`config.mk`:
```
export PLATFORM = sky130hd
export DESIGN_NAME = own_arbiter
export DESIGN_NICKNAME = d
export VERILOG_FILES = /design/src/rtl/own_arb_pkg.sv /design/src/rtl/own_arb_fsm.sv /design/src/rtl/own_arb_batch.sv /design/src/rtl/own_arb_status.sv /design/src/rtl/own_arbiter.sv
export SDC_FILE = /design/constraint.sdc
export NUM_CORES = 1
export LEC_CHECK = 0
export ABC_AREA = 1
export BUFFER_PORTS_ARGS = -buffer_cell sky130_fd_sc_hd__buf_2
export CELL_PAD_IN_SITES_DETAIL_PLACEMENT = 1
export CELL_PAD_IN_SITES_GLOBAL_PLACEMENT = 1
export CORE_MARGIN = 2
export CORE_UTILIZATION = 29
export CTS_BUF_LIST = sky130_fd_sc_hd__clkbuf_8 sky130_fd_sc_hd__clkbuf_16
export DETAILED_ROUTE_END_ITERATION = 8
export PLACE_DENSITY_LB_ADDON = 0.05
export SYNTH_ARGS = -nofsm -noshare
export SYNTH_HDL_FRONTEND = slang
export SYNTH_SLANG_ARGS = --single-unit
export TNS_END_PERCENT = 20
```
`constraint.sdc`:
```
create_clock -name clk -period 1.1 [get_ports clk]
set_input_delay 0.055 -clock clk [delete_from_list [all_inputs] [get_ports clk]]
set_output_delay 0.055 -clock clk [all_outputs]
set_load 0.02 [all_outputs]
```
`src/rtl/own_arb_pkg.sv`:
```
package own_arb_pkg;

    typedef enum logic [1:0] {
        ST_IDLE   = 2'd0,
        ST_SW     = 2'd1,
        ST_HW     = 2'd2,
        ST_HW_PRE = 2'd3
    } own_state_t;

    localparam int unsigned OWN_W = 2;

    localparam logic [OWN_W-1:0] OWN_IDLE = 2'b00;
    localparam logic [OWN_W-1:0] OWN_SW   = 2'b01;
    localparam logic [OWN_W-1:0] OWN_HW   = 2'b10;
    localparam logic [OWN_W-1:0] OWN_MCU  = 2'b11;

    typedef struct packed {
        logic takeover;   // hardware takes engine from software this cycle
        logic resume;     // parked software claim gets engine back this cycle
        logic sw_cmd_ok;  // software owns and no hardware request this cycle
        logic parked;     // hardware owns while software claim is parked
    } own_evt_t;

endpackage

```
`src/rtl/own_arb_fsm.sv`:
```
module own_arb_fsm
    import own_arb_pkg::*;
(
    input  logic       clk,
    input  logic       rst_n,
    input  logic       sw_req,
    input  logic       sw_done,
    input  logic       hw_req,
    input  logic       hw_rel,
    input  logic       mcu_only,
    output own_state_t state_q,
    output own_evt_t   evt
);

    own_state_t state_d;

    always_ff @(posedge clk) begin
        if (!rst_n) state_q <= ST_IDLE;
        else        state_q <= state_d;
    end

    always_comb begin
        state_d = state_q;
        unique case (state_q)
            ST_IDLE: begin
                if (hw_req)                    state_d = ST_HW;
                else if (sw_req && !mcu_only)  state_d = ST_SW;
            end
            ST_SW: begin
                if (hw_req)       state_d = ST_HW_PRE;
                else if (sw_done) state_d = ST_IDLE;
            end
            ST_HW: begin
                if (hw_rel) state_d = ST_IDLE;
            end
            ST_HW_PRE: begin
                if (hw_rel && sw_done) state_d = ST_IDLE;
                else if (hw_rel)       state_d = ST_SW;
                else if (sw_done)      state_d = ST_HW;
            end
            default: state_d = ST_IDLE;
        endcase
    end

    always_comb begin
        evt           = '0;
        evt.takeover  = (state_q == ST_SW) && hw_req;
        evt.sw_cmd_ok = (state_q == ST_SW) && !hw_req;
        evt.parked    = (state_q == ST_HW_PRE);
        evt.resume    = (state_q == ST_HW_PRE) && hw_rel && !sw_done;
    end

    a_r6_hw_takes_idle: assert property (@(posedge clk) disable iff (!rst_n)
        (state_q == ST_IDLE && hw_req) |=> (state_q == ST_HW));

    a_r6_hw_preempts_sw: assert property (@(posedge clk) disable iff (!rst_n)
        (state_q == ST_SW && hw_req) |=> (state_q == ST_HW_PRE));

    a_r2_sw_grant: assert property (@(posedge clk) disable iff (!rst_n)
        (state_q == ST_IDLE && sw_req && !hw_req && !mcu_only) |=> (state_q == ST_SW));

    a_r5_mcu_refuse: assert property (@(posedge clk) disable iff (!rst_n)
        (state_q == ST_IDLE && mcu_only) |=> (state_q != ST_SW));

    a_r4_done_release: assert property (@(posedge clk) disable iff (!rst_n)
        (state_q == ST_SW && sw_done && !hw_req) |=> (state_q == ST_IDLE));

    a_r3_sw_keeps: assert property (@(posedge clk) disable iff (!rst_n)
        (state_q == ST_SW && sw_req && !sw_done && !hw_req) |=> (state_q == ST_SW));

    a_r12_quit_parked: assert property (@(posedge clk) disable iff (!rst_n)
        (state_q == ST_HW_PRE && sw_done && !hw_rel) |=> (state_q == ST_HW));

endmodule

```
`src/rtl/own_arb_batch.sv`:
```
module own_arb_batch
    import own_arb_pkg::*;
(
    input  logic     clk,
    input  logic     rst_n,
    input  own_evt_t evt,
    input  logic     sw_done,
    input  logic     sw_go,
    input  logic     eng_done,
    input  logic     no_queued_go,
    output logic     busy_q,
    output logic     restart_q,
    output logic     abort_q,
    output logic     preempt_q
);

    logic busy_d, restart_d, abort_d, preempt_d;

    always_ff @(posedge clk) begin
        if (!rst_n) begin
            busy_q    <= 1'b0;
            restart_q <= 1'b0;
            abort_q   <= 1'b0;
            preempt_q <= 1'b0;
        end else begin
            busy_q    <= busy_d;
            restart_q <= restart_d;
            abort_q   <= abort_d;
            preempt_q <= preempt_d;
        end
    end

    always_comb begin
        busy_d    = 1'b0;
        restart_d = 1'b0;
        abort_d   = abort_q;
        preempt_d = evt.takeover;
        if (evt.sw_cmd_ok) begin
            if (sw_done) begin
                abort_d = 1'b0;
            end else if (sw_go) begin
                busy_d  = 1'b1;
                abort_d = 1'b0;
            end else if (!eng_done) begin
                busy_d  = busy_q;
            end
        end else if (evt.takeover) begin
            busy_d = busy_q;
        end else if (evt.parked) begin
            if (sw_done) begin
                abort_d = 1'b0;
            end else if (evt.resume) begin
                if (busy_q && no_queued_go) begin
                    abort_d = 1'b1;
                end else if (busy_q) begin
                    restart_d = 1'b1;
                    busy_d    = 1'b1;
                end
            end else begin
                busy_d = busy_q;
            end
        end
    end

    a_r9_restart_needs_busy: assert property (@(posedge clk) disable iff (!rst_n)
        restart_q |-> busy_q);

    a_r10_abort_drops: assert property (@(posedge clk) disable iff (!rst_n)
        $rose(abort_q) |-> (!busy_q && !restart_q));

    a_r8_preempt_single: assert property (@(posedge clk) disable iff (!rst_n)
        preempt_q |=> !preempt_q);

endmodule

```
`src/rtl/own_arb_status.sv`:
```
module own_arb_status
    import own_arb_pkg::*;
(
    input  own_state_t       state_q,
    input  logic             mcu_only,
    output logic [OWN_W-1:0] own_status,
    output logic             hw_active
);

    always_comb begin
        own_status = OWN_IDLE;
        hw_active  = 1'b0;
        unique case (state_q)
            ST_IDLE:   own_status = mcu_only ? OWN_MCU : OWN_IDLE;
            ST_SW:     own_status = OWN_SW;
            ST_HW:     begin own_status = OWN_HW; hw_active = 1'b1; end
            ST_HW_PRE: begin own_status = OWN_HW; hw_active = 1'b1; end
            default:   own_status = OWN_IDLE;
        endcase
    end

endmodule

```
`src/rtl/own_arbiter.sv`:
```
module own_arbiter
    import own_arb_pkg::*;
(
    input  logic       clk,
    input  logic       rst_n,
    input  logic       sw_req,
    input  logic       sw_done,
    input  logic       sw_go,
    input  logic       eng_done,
    input  logic       hw_req,
    input  logic       hw_rel,
    input  logic       mcu_only,
    input  logic       no_queued_go,
    output logic [1:0] own_status,
    output logic       hw_active,
    output logic       preempt,
    output logic       sw_restart,
    output logic       sw_abort,
    output logic       sw_busy
);

    own_state_t state_q;
    own_evt_t   evt;

    own_arb_fsm u_fsm (
        .clk      (clk),
        .rst_n    (rst_n),
        .sw_req   (sw_req),
        .sw_done  (sw_done),
        .hw_req   (hw_req),
        .hw_rel   (hw_rel),
        .mcu_only (mcu_only),
        .state_q  (state_q),
        .evt      (evt)
    );

    own_arb_batch u_batch (
        .clk          (clk),
        .rst_n        (rst_n),
        .evt          (evt),
        .sw_done      (sw_done),
        .sw_go        (sw_go),
        .eng_done     (eng_done),
        .no_queued_go (no_queued_go),
        .busy_q       (sw_busy),
        .restart_q    (sw_restart),
        .abort_q      (sw_abort),
        .preempt_q    (preempt)
    );

    own_arb_status u_status (
        .state_q    (state_q),
        .mcu_only   (mcu_only),
        .own_status (own_status),
        .hw_active  (hw_active)
    );

    a_r8_preempt_with_hw: assert property (@(posedge clk) disable iff (!rst_n)
        preempt |-> hw_active);

    a_r11_busy_needs_claim: assert property (@(posedge clk) disable iff (!rst_n)
        sw_busy |-> (own_status == OWN_SW || hw_active));

    a_r7_release_clears_hw: assert property (@(posedge clk) disable iff (!rst_n)
        (hw_active && hw_rel) |=> !hw_active);

endmodule

```
==> results of run 1 <==
==> where the power goes <==
group	leakage, nW	switching, mW	internal (mW)
Clock	0.0216	0.100	0.236
Combinational	0.242	0.183	0.120
Sequential	0.0502	0.0269	0.242
==> cells in the mapped netlist <==
cell type / count
inv_1: 8
a21oi_1: 2
nor2_2: 5
o21ai_0: 2
nand3_2: 1
dfxtp_1: 6
nand4_1: 2
nand2_2: 2
buf_6: 1
nand2_1: 11
nand3_1: 10
o22ai_1: 1
nor3_4: 1
clkbuf_1: 1
nor2_1: 8
inv_2: 4
nor3_1: 1
==> critical path, cell delays in order, from the launching register on <==
cell and delay (ps):
dfxtp_4 360, buf_4 130, a21oi_1 110, buf_2 180
==> metrics by stage <==
step	instance area, sq um	hold WS (ps)	std cells
global placement	537	349	100
CTS	583	120	103
floorplan	415	190	66
detailed placement	537	352	100
global route	596	133	103
finish	596	119	103
==> registers in the layout, indices dropped and copies added (netlist names) <==
signal and flops:
u_fsm.state_q 2, u_batch.abort_q 1, u_batch.restart_q 1, u_batch.preempt_q 1
u_batch.busy_q 1
==> repair_timing <==
| action | in CTS | in global routing |
|---|---|---|
| gates cloned | 0 | 0 |
| pin swaps | 1 | 1 |
| hold buffers | 0 | 0 |
| resized for setup | 3 | 4 |
| setup endpoints to repair | 5 | 6 |
==> per-layer routing <==
metal,share of wire [%],GRT usage [%],vias up
li1,-,-,253
met1,45,20.5,230
met2,49,26.6,13
met3,4.1,3.91,2
met4,1.0,7.74,0
met5,0,0,-
==> how the worst min path moves through the flow <==
stage                                   end  cells past startpoint  slack, ps
6_report        u_batch.busy_q$_SDFFE_PN0P_                      3        120
5_1_grt         u_batch.busy_q$_SDFFE_PN0P_                      3        130
3_3_place_gp   u_batch.abort_q$_SDFFE_PN0P_                      3        350
3_5_place_dp   u_batch.abort_q$_SDFFE_PN0P_                      3        350
4_1_cts         u_batch.busy_q$_SDFFE_PN0P_                      3        120
2_1_floorplan   u_batch.busy_q$_SDFFE_PN0P_                      2        190
==> logic make-up after synthesis <==
kind of cell,Yosys count,synth area share (%)
flops,6,28.9
compound gates,5,6.33
simple gates,41,50.3
buf+inv,14,14.5
==> layout make-up <==
| cell class | count | area share [%] |
|---|---|---|
| Multi-Input combinational cell | 46 | 41.2 |
| Sequential cell | 6 | 21.4 |
| Timing Repair Buffer | 21 | 19.7 |
| Inverter | 12 | 7.56 |
| Clock buffer | 3 | 6.93 |
| Tap cell | 15 | 3.15 |
==> summary.md, run 1 <==
| Metric | Value |
|---|---|
| Status | `complete, no violations` |
| Worst skew pair latency | `around 220 ps` |
| DRT Pass-1 Iters | `4` |
| Total of max-cap violations | `0` |
| Slew Limit Headroom | `86.6%` |
| Place WS | `-31.6 ps` |
| Worst hold path type | `in2reg` |
| Final Skew | `5.35 ps` |
| Peak supply drop | `487 uV` |
| Num rows | `13` |
| GRT Util Overall | `16.5%` |
| Total of warnings raised by yosys | `0` |
| Reg2reg setup slack | `40 ps` |
| Largest cells by area after synthesis | `dfxtp_1 29%, nand3_1 12%, nand2_1 9.9%` |
| # IOs | `17` |
| First-pass GRT wire length | `2140 um` |
| Startpoint types | `flip-flop` |
| Worst-Margin Slew | `200 ps` |
| Static leakage | `0.314 nW` |
| Critical path origin | `u_fsm.state_q[1]$_SDFFE_PN0P_` |
| Crit share post-route | `96.8%` |
| GPL Wtd Cong | `about 0.8` |
| Final Power | `908 uW` |
| Via count | `498` |
| Reg-to-reg endpoint | `u_fsm.state_q[1]$_SDFFE_PN0P_` |
| Clock sink count | `6` |
| Vias per cell | `4.83` |
| Post-CTS Setup Inserts | `0` |
| Vias in the first global route | `485` |
| Seq/Total Area, Yosys | `between 20% and 30%` |
| Overflow after GRT | `0` |
| #FFs+latches synth | `6` |
| Crit path DAT | `1010 ps` |
| Min cycle time layout | `1060 ps` |
| Core box area | `1320 sq um` |
| Reg2Reg Depth | `6` |
| Final setup TNS | `0 ps` |
| ANT cells | `0` |
| CTS tree | `built` |
| Hold_sp | `rst_n` |
| CTS max path bufs | `2` |
| Final HPWL DP | `910 um` |
| Mapped Nets | `76` |
| Num CTS Buffers | `3` |
| Initial antenna violation count | `0` |
| Mean Syn Cell Area | `6.29 sq um` |
| Synthesized netlist cell count | `66` |
| I/O Buffers | `16` |
| Area of the multi-input gates | `245 sq um` |
| Setup crit end kind | `output port` |
| CP required | `1040 ps` |
| Core Util, Final | `around 45%` |
| Synth area leader | `dfxtp_1` |
| Initial DRC count | `8` |
| Pin count of the biggest net entering global routing | `8` |
| Most frequent cells in the layout | `16 x buf_2, 10 x nand2_1, 9 x nand3_1` |
| Share of layout cells above drive strength 1 | `47.7%` |
| Critical path fanouts, max | `6` |
| Max frequency | `0.940 GHz` |
| Routed Antenna Nets | `0` |
| Critical path destination | `own_status[0]` |
| Storage element area | `128 sq um` |
| Final wirelength | `1280 um` |
| Die width | `approximately 42 um` |
| Final WS setup | `35.7 ps` |
| Die area | `1750 sq um` |
| RSZ-0062 raised after global routing | `true` |
| Net count, final | `100` |
| Root buffer cell | `clkbuf_8` |
| CP Class | `reg2out` |
| Die Height | `41.8 um` |
| Reg2Reg Launch Point | `u_fsm.state_q[0]$_SDFFE_PN0P_` |
| Final Hold Viols | `0` |
| Initial Util | `between 30% and 40%` |
| # setup viols final | `0` |
| P&R area growth vs syn | `43.4%` |
| H-tree levels | `1` |
| Worst-path clk slew | `40 ps` |
| Final Max Tran Viols | `0` |
| Commonest non-fill, non-tap cell in the layout | `buf_2` |
| Power Density | `1520 nW/um^2` |
| # fillers | `between 150 and 200` |
| Top cell type's share of synthesized area | `28.9%` |
| # DRC | `0` |
| Routed wire per std cell | `approximately 12 um` |
| Synth cell types | `17` |
| Synthesized area | `a little over 400 sq um` |
Note: power is estimated with default switching activity, not from simulation.
==> run 2, diff against run 1 <==
Settings changed: CTS_BUF_LIST sky130_fd_sc_hd__clkbuf_8 sky130_fd_sc_hd__clkbuf_16 to sky130_fd_sc_hd__clkbuf_16.
==> summary.md, run 2 (same netlist as run 1, synthesis figures left out) <==
| Metric | Value |
|---|---|
| Status | `complete, no violations (unchanged)` |
| Power Density | `1840 nW/um^2 (was 1520 nW/um^2)` |
| Grt peak-use layer | `met2 (unchanged)` |
| Met2 usage | `21.6% (was 26.6%)` |
| GRT Util Overall | `15.1% (was 16.5%)` |
| First-pass GRT wire length | `2000 um (was 2140 um)` |
| Clock Power Share | `50.9% (was 37.0%)` |
| Final setup TNS | `0 ps (unchanged)` |
| Final wirelength | `1160 um (was 1280 um)` |
| CP Class | `reg2out (unchanged)` |
| H-tree levels | `1 (unchanged)` |
| Worst-path clk slew | `40 ps (about the same)` |
| ANT cells | `0 (unchanged)` |
| Worst skew pair latency | `230 ps (was 220 ps)` |
| I/O Buffers | `16 (unchanged)` |
| Commonest non-fill, non-tap cell in the layout | `buf_2 (unchanged)` |
| Routed Antenna Nets | `0 (unchanged)` |
| Final cell count without fillers | `103 (unchanged)` |
| Final Power | `1.15 mW (was 908 uW)` |
| Core Util, Final | `47.6% (was 45.2%)` |
| Most frequent cells in the layout | `15 x buf_2, 10 x nand2_1, 10 x nand3_1 (was 16 x buf_2, 10 x nand2_1, 9 x nand3_1)` |
| Die width | `41.8 um (unchanged)` |
| Overflow after GRT | `0 (unchanged)` |
| Crit share post-route | `95.8% (was 96.8%)` |
| Final WS setup | `45.7 ps (was 35.7 ps)` |
| Die Height | `41.8 um (unchanged)` |
| Final Skew | `4.56 ps (was 5.35 ps)` |
| Critical path fanouts, max | `6 (unchanged)` |
| NetSw | `322 uW (was 310 uW)` |
| CTS tree | `built (unchanged)` |
| Placed cell count | `100 (unchanged)` |
| Total of max-cap violations | `0 (unchanged)` |
| Crit path DAT | `1000 ps (was 1010 ps)` |
| Worst-Margin Slew | `186 ps (was 200 ps)` |
| Worst hold path type | `in2reg (unchanged)` |
| Num rows | `13 (unchanged)` |
| Peak supply drop | `568 uV (was 487 uV)` |
| Place WS | `-31.6 ps (unchanged)` |
| Via count | `474 (was 498)` |
| Max frequency | `0.949 GHz (was 0.940 GHz)` |
| Number of flip-flops in the largest register | `2 (unchanged)` |
| # hold bufs at CTS | `0 (unchanged)` |
| Core box area | `1320 sq um (unchanged)` |
| Initial antenna violation count | `0 (unchanged)` |
| Die area | `1750 sq um (unchanged)` |
| Grt met1 use | `21.3% (was 20.5%)` |
| GPL Wtd Cong | `0.803 (unchanged)` |
| Net switching fraction of the power | `27.9% (was 34.2%)` |
| # IOs | `17 (unchanged)` |
| Initial Util | `31.5% (unchanged)` |
| CTS max path bufs | `2 (unchanged)` |
| # DRC | `0 (unchanged)` |
| Root buffer cell | `clkbuf_16 (was clkbuf_8)` |
| DRT Pass-1 Iters | `4 (unchanged)` |
| Most flops, register | `u_fsm.state_q (unchanged)` |
| Final Hold Viols | `0 (unchanged)` |
| Static leakage | `0.328 nW (was 0.314 nW)` |
| Min cycle time layout | `1050 ps (was 1060 ps)` |
| Pin count of the biggest net entering global routing | `8 (unchanged)` |
| GRT met3 Usage | `3.91% (unchanged)` |
| Routed wire per std cell | `11.3 um (was 12.4 um)` |
| CP required | `1040 ps (about the same)` |
| P&R area growth vs syn | `50.9% (was 43.4%)` |
| Final HPWL DP | `910 um (unchanged)` |
| Clock sink count | `6 (unchanged)` |
| Slew Limit Headroom | `87.6% (was 86.6%)` |
| Share of layout cells above drive strength 1 | `46.6% (was 47.7%)` |
| Net count, final | `100 (unchanged)` |
| Vias in the first global route | `464 (was 485)` |
| Vias per cell | `4.60 (was 4.83)` |
| Setup crit end kind | `output port (unchanged)` |
| Comb pwr share | `25.7% (was 33.4%)` |
| Num CTS Buffers | `3 (unchanged)` |
| Final Max Tran Viols | `0 (unchanged)` |
| # setup viols final | `0 (unchanged)` |
| Seq pwr share | `23.3% (was 29.6%)` |
| Initial DRC count | `6 (was 8)` |
| Internal | `832 uW (was 598 uW)` |
| Startpoint types | `flip-flop (unchanged)` |
[run 2: repair_timing]
action	CTS	global route
pin swaps	0	2
gates resized for setup	3	4
cloned	0	0
setup buffers	0	0
endpoints found under the setup margin	5	6
[run 2: routing by layer]
metal	vias up	share of wire, %
met3	0	3.7
met2	9	48
met1	212	48
li1	253	-
met5	-	0
met4	0	0
[run 2: power groups by stage]
| stage | clock, mW | combinational (mW) | sequential, mW |
|---|---|---|---|
| floorplan | 0 | 0.196 | 0.260 |
| global placement | 0 | 0.290 | 0.265 |
| detailed placement | 0 | 0.286 | 0.267 |
| CTS | 0.599 | 0.292 | 0.267 |
| global route | 0.616 | 0.333 | 0.273 |
| finish | 0.588 | 0.297 | 0.269 |
[run 2: final timing paths]
path | startpoint | end | slack (ps) | cells past startpoint
setup / recovery | u_fsm.state_q[1]$_SDFFE_PN0P_ | own_status[1] | 50 | 4
hold / removal | rst_n | u_batch.preempt_q$_SDFF_PN0_ | 120 | 3
setup reg to reg | u_fsm.state_q[0]$_SDFFE_PN0P_ | u_fsm.state_q[1]$_SDFFE_PN0P_ | 50 | 6
hold reg to reg | u_batch.abort_q$_SDFFE_PN0P_ | u_batch.abort_q$_SDFFE_PN0P_ | 460 | 2
[run 2: stage by stage]
step           area [sq um]  hold WS, ps
2_1_floorplan           415          190
3_3_place_gp            537          349
3_5_place_dp            537          352
4_1_cts                 617          117
5_1_grt                 627          135
6_report                627          119
[run 2: final cells by class]
| cell class | instances | area, sq um |
|---|---|---|
| inverter | 12 | 45.0 |
| multi-input combinational | 46 | 240 |
| sequential | 6 | 128 |
| tap | 15 | 18.8 |
| fill | 184 | 691 |
| timing repair buffer | 21 | 120 |
| clock buffer | 3 | 75.1 |
[run 2: critical path, cell delays in order, from the launching register on]
cell	delay [ps]
dfxtp_4	370
inv_2	40
buf_4	120
o21ai_0	60
buf_2	180
